==> src/rtl/vdl_pkg.sv <==
// Package: shared constants and types for the RAM-backed delay line.
// Assumes two data bits per RAM word; the half select is one bit wide.
package vdl_pkg;
    localparam int BITS_PER_WORD = 2;
    localparam int HALF_W        = 1;

    typedef enum logic [HALF_W-1:0] {
        HALF_LO = 1'b0,
        HALF_HI = 1'b1
    } half_e;
endpackage

==> src/rtl/vdl_ram.sv <==
// Module: vdl_ram
// Small RAM holding BITS_PER_WORD data bits per address, one lane per bit.
// Assumes read-before-write: rd_bit shows the old bit at (addr, half) in
// the same cycle as a write to that spot. No reset on the storage.
module vdl_ram
    import vdl_pkg::*;
#(
    parameter int ADDR_W = 4
) (
    input  logic              clk,
    input  logic              wr_en,
    input  logic [ADDR_W-1:0] addr,
    input  half_e             half,
    input  logic              wr_bit,
    output logic              rd_bit
);
    localparam int DEPTH = 1 << ADDR_W;

    logic [BITS_PER_WORD-1:0] lane_rd;

    for (genvar g = 0; g < BITS_PER_WORD; g++) begin : g_lane
        logic store [DEPTH];

        // Write the incoming bit into this lane when its half is selected.
        always_ff @(posedge clk) begin
            if (wr_en && (half == half_e'(g))) begin
                store[addr] <= wr_bit;
            end
        end

        assign lane_rd[g] = store[addr];
    end

    // Select the lane that belongs to the current half.
    always_comb begin
        rd_bit = lane_rd[half];
    end
endmodule

==> src/rtl/vdl_seq.sv <==
// Module: vdl_seq
// Pass sequencer: address counter, half select, comparator and side-slot
// flag. The match value and mode are latched only at the end of a pass.
// Assumes stb is a one-cycle clock enable per bit time. Reset is
// synchronous and active low.
module vdl_seq
    import vdl_pkg::*;
#(
    parameter int ADDR_W = 4
) (
    input  logic              clk,
    input  logic              rst_n,
    input  logic              stb,
    input  logic [ADDR_W-1:0] match_in,
    input  logic              odd_in,
    output logic [ADDR_W-1:0] addr,
    output half_e             half,
    output logic              side_slot
);
    logic [ADDR_W-1:0] match_q;
    logic              odd_q;
    logic              pass_end;

    // Comparator: the pass ends on the high half of the matching address.
    always_comb begin
        pass_end = (addr == match_q) && (half == HALF_HI) && !side_slot;
    end

    // Step through halves and addresses; on a match latch the new setting,
    // preload the counter and, if the finished pass was odd, open the side slot.
    always_ff @(posedge clk) begin
        if (!rst_n) begin
            addr      <= '0;
            half      <= HALF_LO;
            side_slot <= 1'b0;
            match_q   <= '0;
            odd_q     <= 1'b0;
        end else if (stb) begin
            if (side_slot) begin
                side_slot <= 1'b0;
            end else if (half == HALF_LO) begin
                half <= HALF_HI;
            end else begin
                half <= HALF_LO;
                if (pass_end) begin
                    match_q   <= match_in;
                    odd_q     <= odd_in;
                    addr      <= odd_in ? ADDR_W'(1) : '0;
                    side_slot <= odd_q;
                end else begin
                    addr <= addr + 1'b1;
                end
            end
        end
    end

    // the side slot lasts a single strobe.
    a_r4_side_slot_single: assert property (@(posedge clk) disable iff (!rst_n)
        (stb && side_slot) |=> !side_slot);

    // the counter holds through the side slot.
    a_r4_addr_held: assert property (@(posedge clk) disable iff (!rst_n)
        (stb && side_slot) |=> (addr == $past(addr)));

    // odd preload is one.
    a_r3_odd_preload: assert property (@(posedge clk) disable iff (!rst_n)
        (stb && pass_end && odd_in) |=> (addr == ADDR_W'(1)));

    // even preload is zero.
    a_r3_even_preload: assert property (@(posedge clk) disable iff (!rst_n)
        (stb && pass_end && !odd_in) |=> (addr == '0));

    // no strobe, no movement.
    a_r5_seq_hold: assert property (@(posedge clk) disable iff (!rst_n)
        !stb |=> ($stable(addr) && $stable(half) && $stable(side_slot)));

    // the latched setting changes only at a pass end.
    a_r7_setting_hold: assert property (@(posedge clk) disable iff (!rst_n)
        !(stb && pass_end) |=> ($stable(match_q) && $stable(odd_q)));
endmodule

==> src/rtl/vdl_side_reg.sv <==
// Module: vdl_side_reg
// One-bit side register that supplies the extra bit time in odd mode.
// Assumes slot is high for exactly the strobe it is used in.
module vdl_side_reg (
    input  logic clk,
    input  logic rst_n,
    input  logic stb,
    input  logic slot,
    input  logic din,
    output logic q
);
    // Capture the serial input during the side slot only.
    always_ff @(posedge clk) begin
        if (!rst_n) begin
            q <= 1'b0;
        end else if (stb && slot) begin
            q <= din;
        end
    end

    // the side register takes din in its slot.
    a_r4_side_capture: assert property (@(posedge clk) disable iff (!rst_n)
        (stb && slot) |=> (q == $past(din)));

    // the side register holds when not in its slot.
    a_r5_side_hold: assert property (@(posedge clk) disable iff (!rst_n)
        !(stb && slot) |=> $stable(q));
endmodule

==> src/rtl/ram_delay_line.sv <==
// Module: ram_delay_line
// Programmable serial delay line. A RAM with two bits per word is walked by
// a counter whose pass length is set by the upper bits of len_code; odd mode
// adds a one-bit side slot per pass. dout is registered and updates on each
// strobe. Assumes odd mode is used with len_code[4:1] >= 1.
module ram_delay_line
    import vdl_pkg::*;
#(
    parameter int ADDR_W = 4,
    parameter int LEN_W  = ADDR_W + 1
) (
    input  logic             clk,
    input  logic             rst_n,
    input  logic             bit_stb,
    input  logic             din,
    input  logic [LEN_W-1:0] len_code,
    input  logic             odd_mode,
    output logic             dout
);
    logic [ADDR_W-1:0] addr;
    half_e             half;
    logic              side_slot;
    logic              ram_rd;
    logic              side_q;
    logic              ram_we;
    logic              len_lsb_unused;

    // Bit 0 of the length code does not take part in the compare.
    assign len_lsb_unused = len_code[0];

    // Write the RAM on every strobe that is not a side slot.
    assign ram_we = bit_stb && !side_slot && rst_n;

    vdl_seq #(.ADDR_W(ADDR_W)) seq_i (
        .clk       (clk),
        .rst_n     (rst_n),
        .stb       (bit_stb),
        .match_in  (len_code[LEN_W-1:1]),
        .odd_in    (odd_mode),
        .addr      (addr),
        .half      (half),
        .side_slot (side_slot)
    );

    vdl_ram #(.ADDR_W(ADDR_W)) ram_i (
        .clk    (clk),
        .wr_en  (ram_we),
        .addr   (addr),
        .half   (half),
        .wr_bit (din),
        .rd_bit (ram_rd)
    );

    vdl_side_reg side_i (
        .clk   (clk),
        .rst_n (rst_n),
        .stb   (bit_stb),
        .slot  (side_slot),
        .din   (din),
        .q     (side_q)
    );

    // Output register: take the side bit in its slot, else the RAM bit.
    always_ff @(posedge clk) begin
        if (!rst_n) begin
            dout <= 1'b0;
        end else if (bit_stb) begin
            dout <= side_slot ? side_q : ram_rd;
        end
    end

    // the output holds without a strobe.
    a_r5_dout_hold: assert property (@(posedge clk) disable iff (!rst_n)
        !bit_stb |=> $stable(dout));

    // in the side slot the output takes the side register's old bit.
    a_r4_dout_from_side: assert property (@(posedge clk) disable iff (!rst_n)
        (bit_stb && side_slot) |=> (dout == $past(side_q)));
endmodule

==> config.mk <==
export PLATFORM = sky130hd
export DESIGN_NAME = ram_delay_line
export DESIGN_NICKNAME = d
export VERILOG_FILES = /design/src/rtl/vdl_pkg.sv /design/src/rtl/vdl_ram.sv /design/src/rtl/vdl_seq.sv /design/src/rtl/vdl_side_reg.sv /design/src/rtl/ram_delay_line.sv
export SDC_FILE = /design/constraint.sdc
export NUM_CORES = 1
export LEC_CHECK = 0
export BUFFER_PORTS_ARGS = -buffer_cell sky130_fd_sc_hd__buf_2
export CAP_MARGIN = 20
export CORE_MARGIN = 3
export CORE_UTILIZATION = 40
export DETAILED_ROUTE_END_ITERATION = 12
export SLEW_MARGIN = 0
export SYNTH_ARGS = -nofsm -noshare
export SYNTH_HDL_FRONTEND = slang
export SYNTH_SLANG_ARGS = --single-unit
==> constraint.sdc <==
create_clock -name clk -period 5.55 [get_ports clk]
set_clock_uncertainty 0.15 [all_clocks]
set_input_delay 1.665 -clock clk [delete_from_list [all_inputs] [get_ports clk]]
set_output_delay 1.665 -clock clk [all_outputs]
set_load 0.02 [all_outputs]
== Yosys cells after proc, flatten, opt, wreduce, memory -nomap -nowiden ==
Memories as Yosys holds them, arrays and structs flattened. A register that Yosys moved wholly into a read port is not among the register bits.
Index checks and enable logic that the tools add are counted.

* $add $sub $neg: 1
* Reduce and logical (&&, ||, !) cells: 11
* Order comparisons: 1
* Mux-type cells: 17
* Equality and inequality tests: 1
* Bitwise logic cells: 2

{| class="wikitable"
|+ Operator list
! operator !! count
|-
| $mux W4 || 5
|-
| $mux W1 || 12
|-
| $logic_and A1 B1 Y1 || 7
|-
| $add A4 B1 Y4 const B || 1
|-
| $eq A4 B4 Y1 || 1
|-
| $reduce_and A4 Y1 || 1
|-
| $reduce_and A3 Y1 || 1
|-
| $lt A1 B2 Y1 const B || 1
|-
| $not A1 Y1 || 2
|-
| $reduce_and A2 Y1 || 1
|-
| $logic_not A1 Y1 || 1
|}

* Output and inout port bits: 1
* Memories kept: 2
* Logic and storage cells: 42
* Bits in registers: 13
* RAM bits: 32
* Bits of input ports: 10

{| class="wikitable"
|+ Memory list
! memory !! words !! bits a word !! rd ports !! clocked after memory_dff !! wr ports !! RTL line !! RTL
|-
| ram_i.g_lane[0].store || 16 || 1 || 1 || 1 || 1 || vdl_ram.sv:22 || <nowiki>logic store [DEPTH];</nowiki>
|-
| ram_i.g_lane[1].store || 16 || 1 || 1 || 1 || 1 || vdl_ram.sv:22 ||
|}

== Logic depth before layout (Yosys ltp) ==
Gate-level depths: netlist of run 1.

* Depth in word-level cells: 6
* Mapped depth: 6

== By module ==
Synthesis of run 1 repeated with hierarchy kept, for this count alone.

* Cells, all modules: 193
* Area, all modules: 2232.1 sq um

{| class="wikitable"
|+ By module, submodules not included
! module !! cells an instance !! instances !! area an instance (sq um)
|-
| vdl_ram || 123 || 1 || 1569.0
|-
| vdl_seq || 60 || 1 || 571.8
|-
| ram_delay_line || 5 || 1 || 50.0
|-
| vdl_side_reg || 5 || 1 || 41.3
|}

== Worst setup path before layout of run 1 ==
Ideal clock, no wire load.

* Kind: in2reg
* Start point: input bit_stb
* End point: memory ram_i.g_lane[0].store[7] (enable)
* Data required time: 5.101 ns
* Library setup time: 0.299 ns
* Path slack: 2.488 ns
* Cell stages on the path: 5
* Arrival time: 2.613 ns
* Cells stage by stage: buf_2 -> nor2b_1 -> nor3b_2 -> nand2_1 -> nor2_1

* Longest elaborated chain between the ends: 5

{| class="wikitable"
|+ Ends and longest elaborated chain
! item !! RTL line !! RTL
|-
| start: declaration || ram_delay_line.sv:14 || <nowiki>input logic bit_stb,</nowiki>
|-
| $logic_and A1 B1 Y1 (2 in series) || ram_delay_line.sv:32 || <nowiki>assign ram_we = bit_stb && !side_slot && rst_n;</nowiki>
|-
| $logic_and A1 B1 Y1 || vdl_ram.sv:26 || <nowiki>if (wr_en && (half == half_e'(g))) begin</nowiki>
|-
| $mux W1 || vdl_ram.sv:26 ||
|-
| $mux W1 (implied by the code) || vdl_ram.sv:27 || <nowiki>store[addr] <= wr_bit;</nowiki>
|-
| end: declaration || vdl_ram.sv:22 ||
|}

Every way passes these cells.

== Worst setup path in the final report of run 1 ==
Same ends and word-level chain as after synthesis.

==> flow_summary.ini, run 1 <==
[placement]
place_area_um2 = 2290
gp_congestion = 0.807
hpwl_um = 2930
pre_cts_ws_ns = 2.19
place.port_buffers = 9

[synthesis]
synth_top_cell_area_share = 0.428
synth_edf_count = 32
synth_area_per_cell_um2 = 12.1
synth.cell_area_um2 = 2250
syn_inst = 186
synth_compound_area_frac = 0.0585
synth_area_leaders = edfxtp_1 (43%), dfxtp_1 (15%), mux4_2 (8.0%), nor2_1 (5.7%), nand2_1 (2.8%)
ys_warn_count = 0
yosysSeqAreaShare = 0.579
synth.ff_latch_count = 49
muxShareOfSynthArea = 0.101
synthArstFlopShare = 0
synth_ff_type = edfxtp_1
synth_top_family_by_area = simple AND/OR/NAND/NOR gates
synthXorXnorAreaFrac = 0.0273
ys_types = 37
synthSimpleGateAreaFrac = 0.167
synth.net_count = 200
synth_area_leader_cell = edfxtp_1
synthAdderAreaFrac = 0.0223

[timing]
maxSlewViolCount = 0
hold_viol_final = 0
worst_pin_slew_ns = 0.568
fin_crit_ns = 3.05
relSlewSlack = 0.621
fin_ws_ns = 2.50
max_freq_mhz = 328
rsz0062_at_grt = false
min_period_over_period = 0.550
setup_viol = 0
finalSetupTns_ns = 0

[cells_and_area]
finalNetCount = 203
regArea_um2 = 1300
drive_gt1_frac = 0.158
syn_to_final_growth_pct = 5.91
final_cell_mix = nor2_1 (34), edfxtp_1 (32), nand2_1 (17), dfxtp_1 (17)
final_util = 0.451
multi_input_area_um2 = 843
antenna_cells = 0
final_common_cell = nor2_1
final_area_um2 = 2380
fill_cells = 511

[worst_setup_path]
path_class = input port to flop
r2r-end = dout
cp.required_ns = 5.41
setup.worst_path.end_class = flop
startpoint_type = input port
r2r_cells = 4
path_max_fanout = 9
reg2reg_slack_ns = 3.61
crit_path_end = ram_i.g_lane[0].store[7]
crit_start = bit_stb
worstPathArrival_ns = 2.91

[clocking]
hold_buffers = 0
clock-sinks = 49
clockBufferDepth = 2
cts_resized = 0
path_clk_slew_ns = 0.09
cts_htree_levels = 2
clk_latency_ns = 0.30
postCtsSetupBuffers = 0
cts_buffers = 5
clockRootBuffer = clkbuf_8
cts_tree = yes

[die]
die_h_um = 80.9
ioPinCount = 11
die_area_um2 = 6550
die_w_um = 80.9
core.rowCount = 26
coreArea_um2 = 5270
start_util = 0.426

[detailed_routing]
drt_iter0_drc = 72
num_vias = 1390
drt-wirelength-per-cell_um = 16.0
ant_nets = 0
met2WireLength_um = 2030
drc_errors = 0
drt_wl_total_um = 4150
top_layer = met4
wl_met3_um = 177
first_pass_iters = 5
wirelength_met1_um = 1890
routed_via_density = 5.35

[grt]
antenna_found_initial = 0
grtUsageTotal = 0.144
grt_pass1_vias = 1435
overflow = 0
grt_max_degree = 34
grt_pass1_wl_um = 6990

[pwr]
total_power_uw = 650
p_per_area_nw_per_um2 = 273
vdd_drop_max_uv = 124
p_leak_nw = 0.754

[status]
status = finished, final reports clean

[min_path]
hp-class = flop to flop

[job]
drv_cap = 0
## cell families after synthesis
| group | after synthesis |
|---|---|
| and+or+nand+nor | 77 |
| adders and majority gates | 4 |
| DFF | 49 |
| xor gates and xnor gates | 7 |
| AOI/OAI and AO/OA | 21 |
| muxes | 12 |
| buffers and inverters | 16 |
## critical path, cell delays in order
cell and delay [ns]:
buf_2 0.16, nor2b_1 0.41, nor3b_2 0.33, nand2_1 0.19
nor2_1 0.16
## registers in the layout, indices dropped and copies added, names as in the netlist, named ones only
name                cells
seq_i.side_slot         1
dout                    1
side_i.q                1
seq_i.half              1
ram_i.g_lane.store     32
seq_i.addr              4
seq_i.match_q           4
seq_i.odd_q             1
## synthesized netlist by cell type (2+ instances only)
| master | n |
|---|---|
| a21oi_1 | 9 |
| and3_1 | 3 |
| buf_1 | 3 |
| buf_2 | 5 |
| buf_6 | 2 |
| dfxtp_1 | 17 |
| edfxtp_1 | 32 |
| ha_1 | 4 |
| inv_1 | 3 |
| mux2i_1 | 2 |
| mux4_2 | 8 |
| nand2_1 | 17 |
| nand2b_1 | 4 |
| nand3_1 | 8 |
| nand4_1 | 3 |
| nor2_1 | 34 |
| nor2b_1 | 2 |
| o21ai_0 | 5 |
| xnor2_1 | 7 |
## metrics by stage
| stage | hold slack [ns] | cells |
|---|---|---|
| after floorplan | 0.300 | 186 |
| after global placement | 0.314 | 252 |
| after detailed placement | 0.323 | 252 |
| after CTS | 0.335 | 260 |
| after global routing | 0.365 | 260 |
| final | 0.333 | 260 |
## area by class of cell
| cell class | count | area share |
|---|---|---|
| tap | 70 | 0.0368 |
| multi-input combinational | 121 | 0.355 |
| clock inverter | 3 | 0.00894 |
| timing repair buffer | 9 | 0.0189 |
| inverter | 3 | 0.00473 |
| sequential | 49 | 0.547 |
| clock buffer | 5 | 0.0289 |
## how the worst min path moves through the flow
stage / from / endpoint / slack [ns] / cells past startpoint
after global routing: seq_i.odd_q / seq_i.odd_q / 0.37 / 2
after CTS: seq_i.odd_q / seq_i.odd_q / 0.33 / 2
after detailed placement: seq_i.odd_q / seq_i.odd_q / 0.32 / 2
after global placement: seq_i.odd_q / seq_i.odd_q / 0.31 / 2
final: side_i.q / side_i.q / 0.33 / 2
after floorplan: side_i.q / side_i.q / 0.30 / 2
## routing by layer
| layer | global-route usage | up-vias |
|---|---|---|
| li1 | - | 671 |
| met4 | 0.0507 | 0 |
| met2 | 0.224 | 21 |
| met5 | 0 | - |
| met3 | 0.0366 | 4 |
| met1 | 0.197 | 694 |
## report_power, final
part	internal [mW]	switching (mW)
clock	0.0896	0.116
combinational	0.0173	0.0265
sequential	0.392	0.00754
total	0.499	0.151
Note: power is estimated with default switching activity, not from simulation.
==> inputs of run 2 (changes only) <==
==> constraint.sdc (replaced) <==
create_clock -name clk -period 2.6 [get_ports clk]
set_clock_uncertainty 0.15 [all_clocks]
set_input_delay 0.78 -clock clk [delete_from_list [all_inputs] [get_ports clk]]
set_output_delay 0.78 -clock clk [all_outputs]
set_load 0.02 [all_outputs]
==> flow_summary.ini, run 2 (synthesis results as in run 1) <==
[clocking]
clockBufferDepth = 2
cts_resized = 0
cts_buffers = 5
cts_tree = yes
clk_latency_ns = 0.30
path_clk_slew_ns = 0.09
clockRootBuffer = clkbuf_8
clock-sinks = 49
hold_buffers = 0
cts_htree_levels = 2
postCtsSetupBuffers = 0

[detailed_routing]
drc_errors = 0
wirelength_met1_um = 1880
drt_wl_total_um = 4280
num_vias = 1424
routed_via_density = 5.44
wl_met3_um = 222
met2WireLength_um = 2170
top_layer = met3
ant_nets = 0
drt_iter0_drc = 78
first_pass_iters = 4
drt-wirelength-per-cell_um = 16.3

[worst_setup_path]
crit_path_top_delay_cell = nor3b_2
path_max_fanout = 9
startpoint_type = input port
cp.required_ns = 2.46
worstPathArrival_ns = 1.85
crit_start = bit_stb
r2r_cells = 4
setup.worst_path.end_class = flop
cpPeakStageDelay_ns = 0.25
path_class = input port to flop
cp_cell_sequence = buf_2, nor2b_1, buf_4, nor3b_2, nand2_1, nor2_1
r2r-end = dout
crit_path_end = ram_i.g_lane[0].store[7]
reg2reg_slack_ns = 0.61

[placement]
place.port_buffers = 9
place_area_um2 = 2300
hpwl_um = 2950
gp_congestion = 0.808

[cells_and_area]
final_common_cell = nor2_1
final_area_um2 = 2390
regMostFlops = ram_i.g_lane.store
antenna_cells = 0
largest_registers = ram_i.g_lane.store: 32 flops, seq_i.addr: 4 flops, seq_i.match_q: 4 flops
final_cell_mix = nor2_1 (34), edfxtp_1 (32), nand2_1 (17), dfxtp_1 (17)
syn_to_final_growth_pct = 6.63
drive_gt1_frac = 0.167
finalNetCount = 205
largest_reg_flops = 32
fill_cells = 510

[die]
start_util = 0.426
die_w_um = 80.9
die_area_um2 = 6550
ioPinCount = 11
core.rowCount = 26
die_h_um = 80.9
coreArea_um2 = 5270

[min_path]
hp-class = flop to flop

[grt]
grt_pass1_wl_um = 7050
grt_max_degree = 34
antenna_found_initial = 0
overflow = 0
grtUsageTotal = 0.145
grt_pass1_vias = 1391

[pwr]
swShare = 0.226
internal_power_mw = 1.09
combPwrFrac = 0.069
power_frac_seq = 0.607
total_power_mw = 1.41
p_per_area_nw_per_um2 = 587
p_leak_nw = 0.766
clockPowerShare = 0.324
vdd_drop_max_uv = 297
switching_power_uw = 318

[timing]
max_freq_mhz = 502
finalSetupTns_ns = 0
maxSlewViolCount = 0
setup_viol = 0
rsz0062_at_grt = false
hold_viol_final = 0
worst_pin_slew_ns = 0.564
min_period_over_period = 0.766
relSlewSlack = 0.623
fin_crit_ns = 1.99

[status]
status = finished, final reports clean

[job]
drv_cap = 0
## run 2: layer usage
| layer | global-route usage | up-vias |
|---|---|---|
| met1 | 0.198 | 708 |
| met4 | 0.0405 | 0 |
| met2 | 0.228 | 43 |
| li1 | - | 673 |
| met3 | 0.0399 | 0 |
| met5 | 0 | - |
## run 2: worst min path at each step
stage                            from     endpoint  cells after the start
after floorplan              side_i.q     side_i.q                      2
after global placement    seq_i.odd_q  seq_i.odd_q                      2
after detailed placement  seq_i.odd_q  seq_i.odd_q                      2
after CTS                 seq_i.odd_q  seq_i.odd_q                      2
after global routing      seq_i.odd_q  seq_i.odd_q                      2
final                     seq_i.odd_q  seq_i.odd_q                      2
## run 2: layout make-up
| type | count | area [um2] | share of cell area |
|---|---|---|---|
| Multi-Input combinational cell | 121 | 843 | 0.352 |
| Clock inverter | 2 | 8.76 | 0.00366 |
| Tap cell | 70 | 87.6 | 0.0366 |
| Clock buffer | 6 | 82.6 | 0.0345 |
| Inverter | 3 | 11.3 | 0.00470 |
| Timing Repair Buffer | 11 | 60.1 | 0.0251 |
| Sequential cell | 49 | 1300 | 0.543 |
## run 2: power by group through the flow
stage | clock [mW] | sequential, mW | combinational [mW]
2_1_floorplan | 0 | 0.863 | 0.0776
3_3_place_gp | 0 | 0.871 | 0.0920
3_5_place_dp | 0 | 0.872 | 0.0969
4_1_cts | 0.472 | 0.853 | 0.0974
5_1_grt | 0.510 | 0.856 | 0.107
6_report | 0.455 | 0.854 | 0.0970
## run 2: critical path, delay by kind of cell
family | cells | cell delay, ns
buffers and inverters | 2 | 0.32
AND/OR/NAND/NOR | 4 | 0.75
## run 2: through the flow
stage           util  std cells  setup slack [ns]  hold WS (ns)
3_5_place_dp   0.437        254             0.283         0.321
3_3_place_gp   0.437        254             0.357         0.314
6_report       0.454        262             0.609         0.346
5_1_grt        0.454        262             0.493         0.354
4_1_cts        0.454        262             0.575         0.334
2_1_floorplan      -        186             0.423         0.300
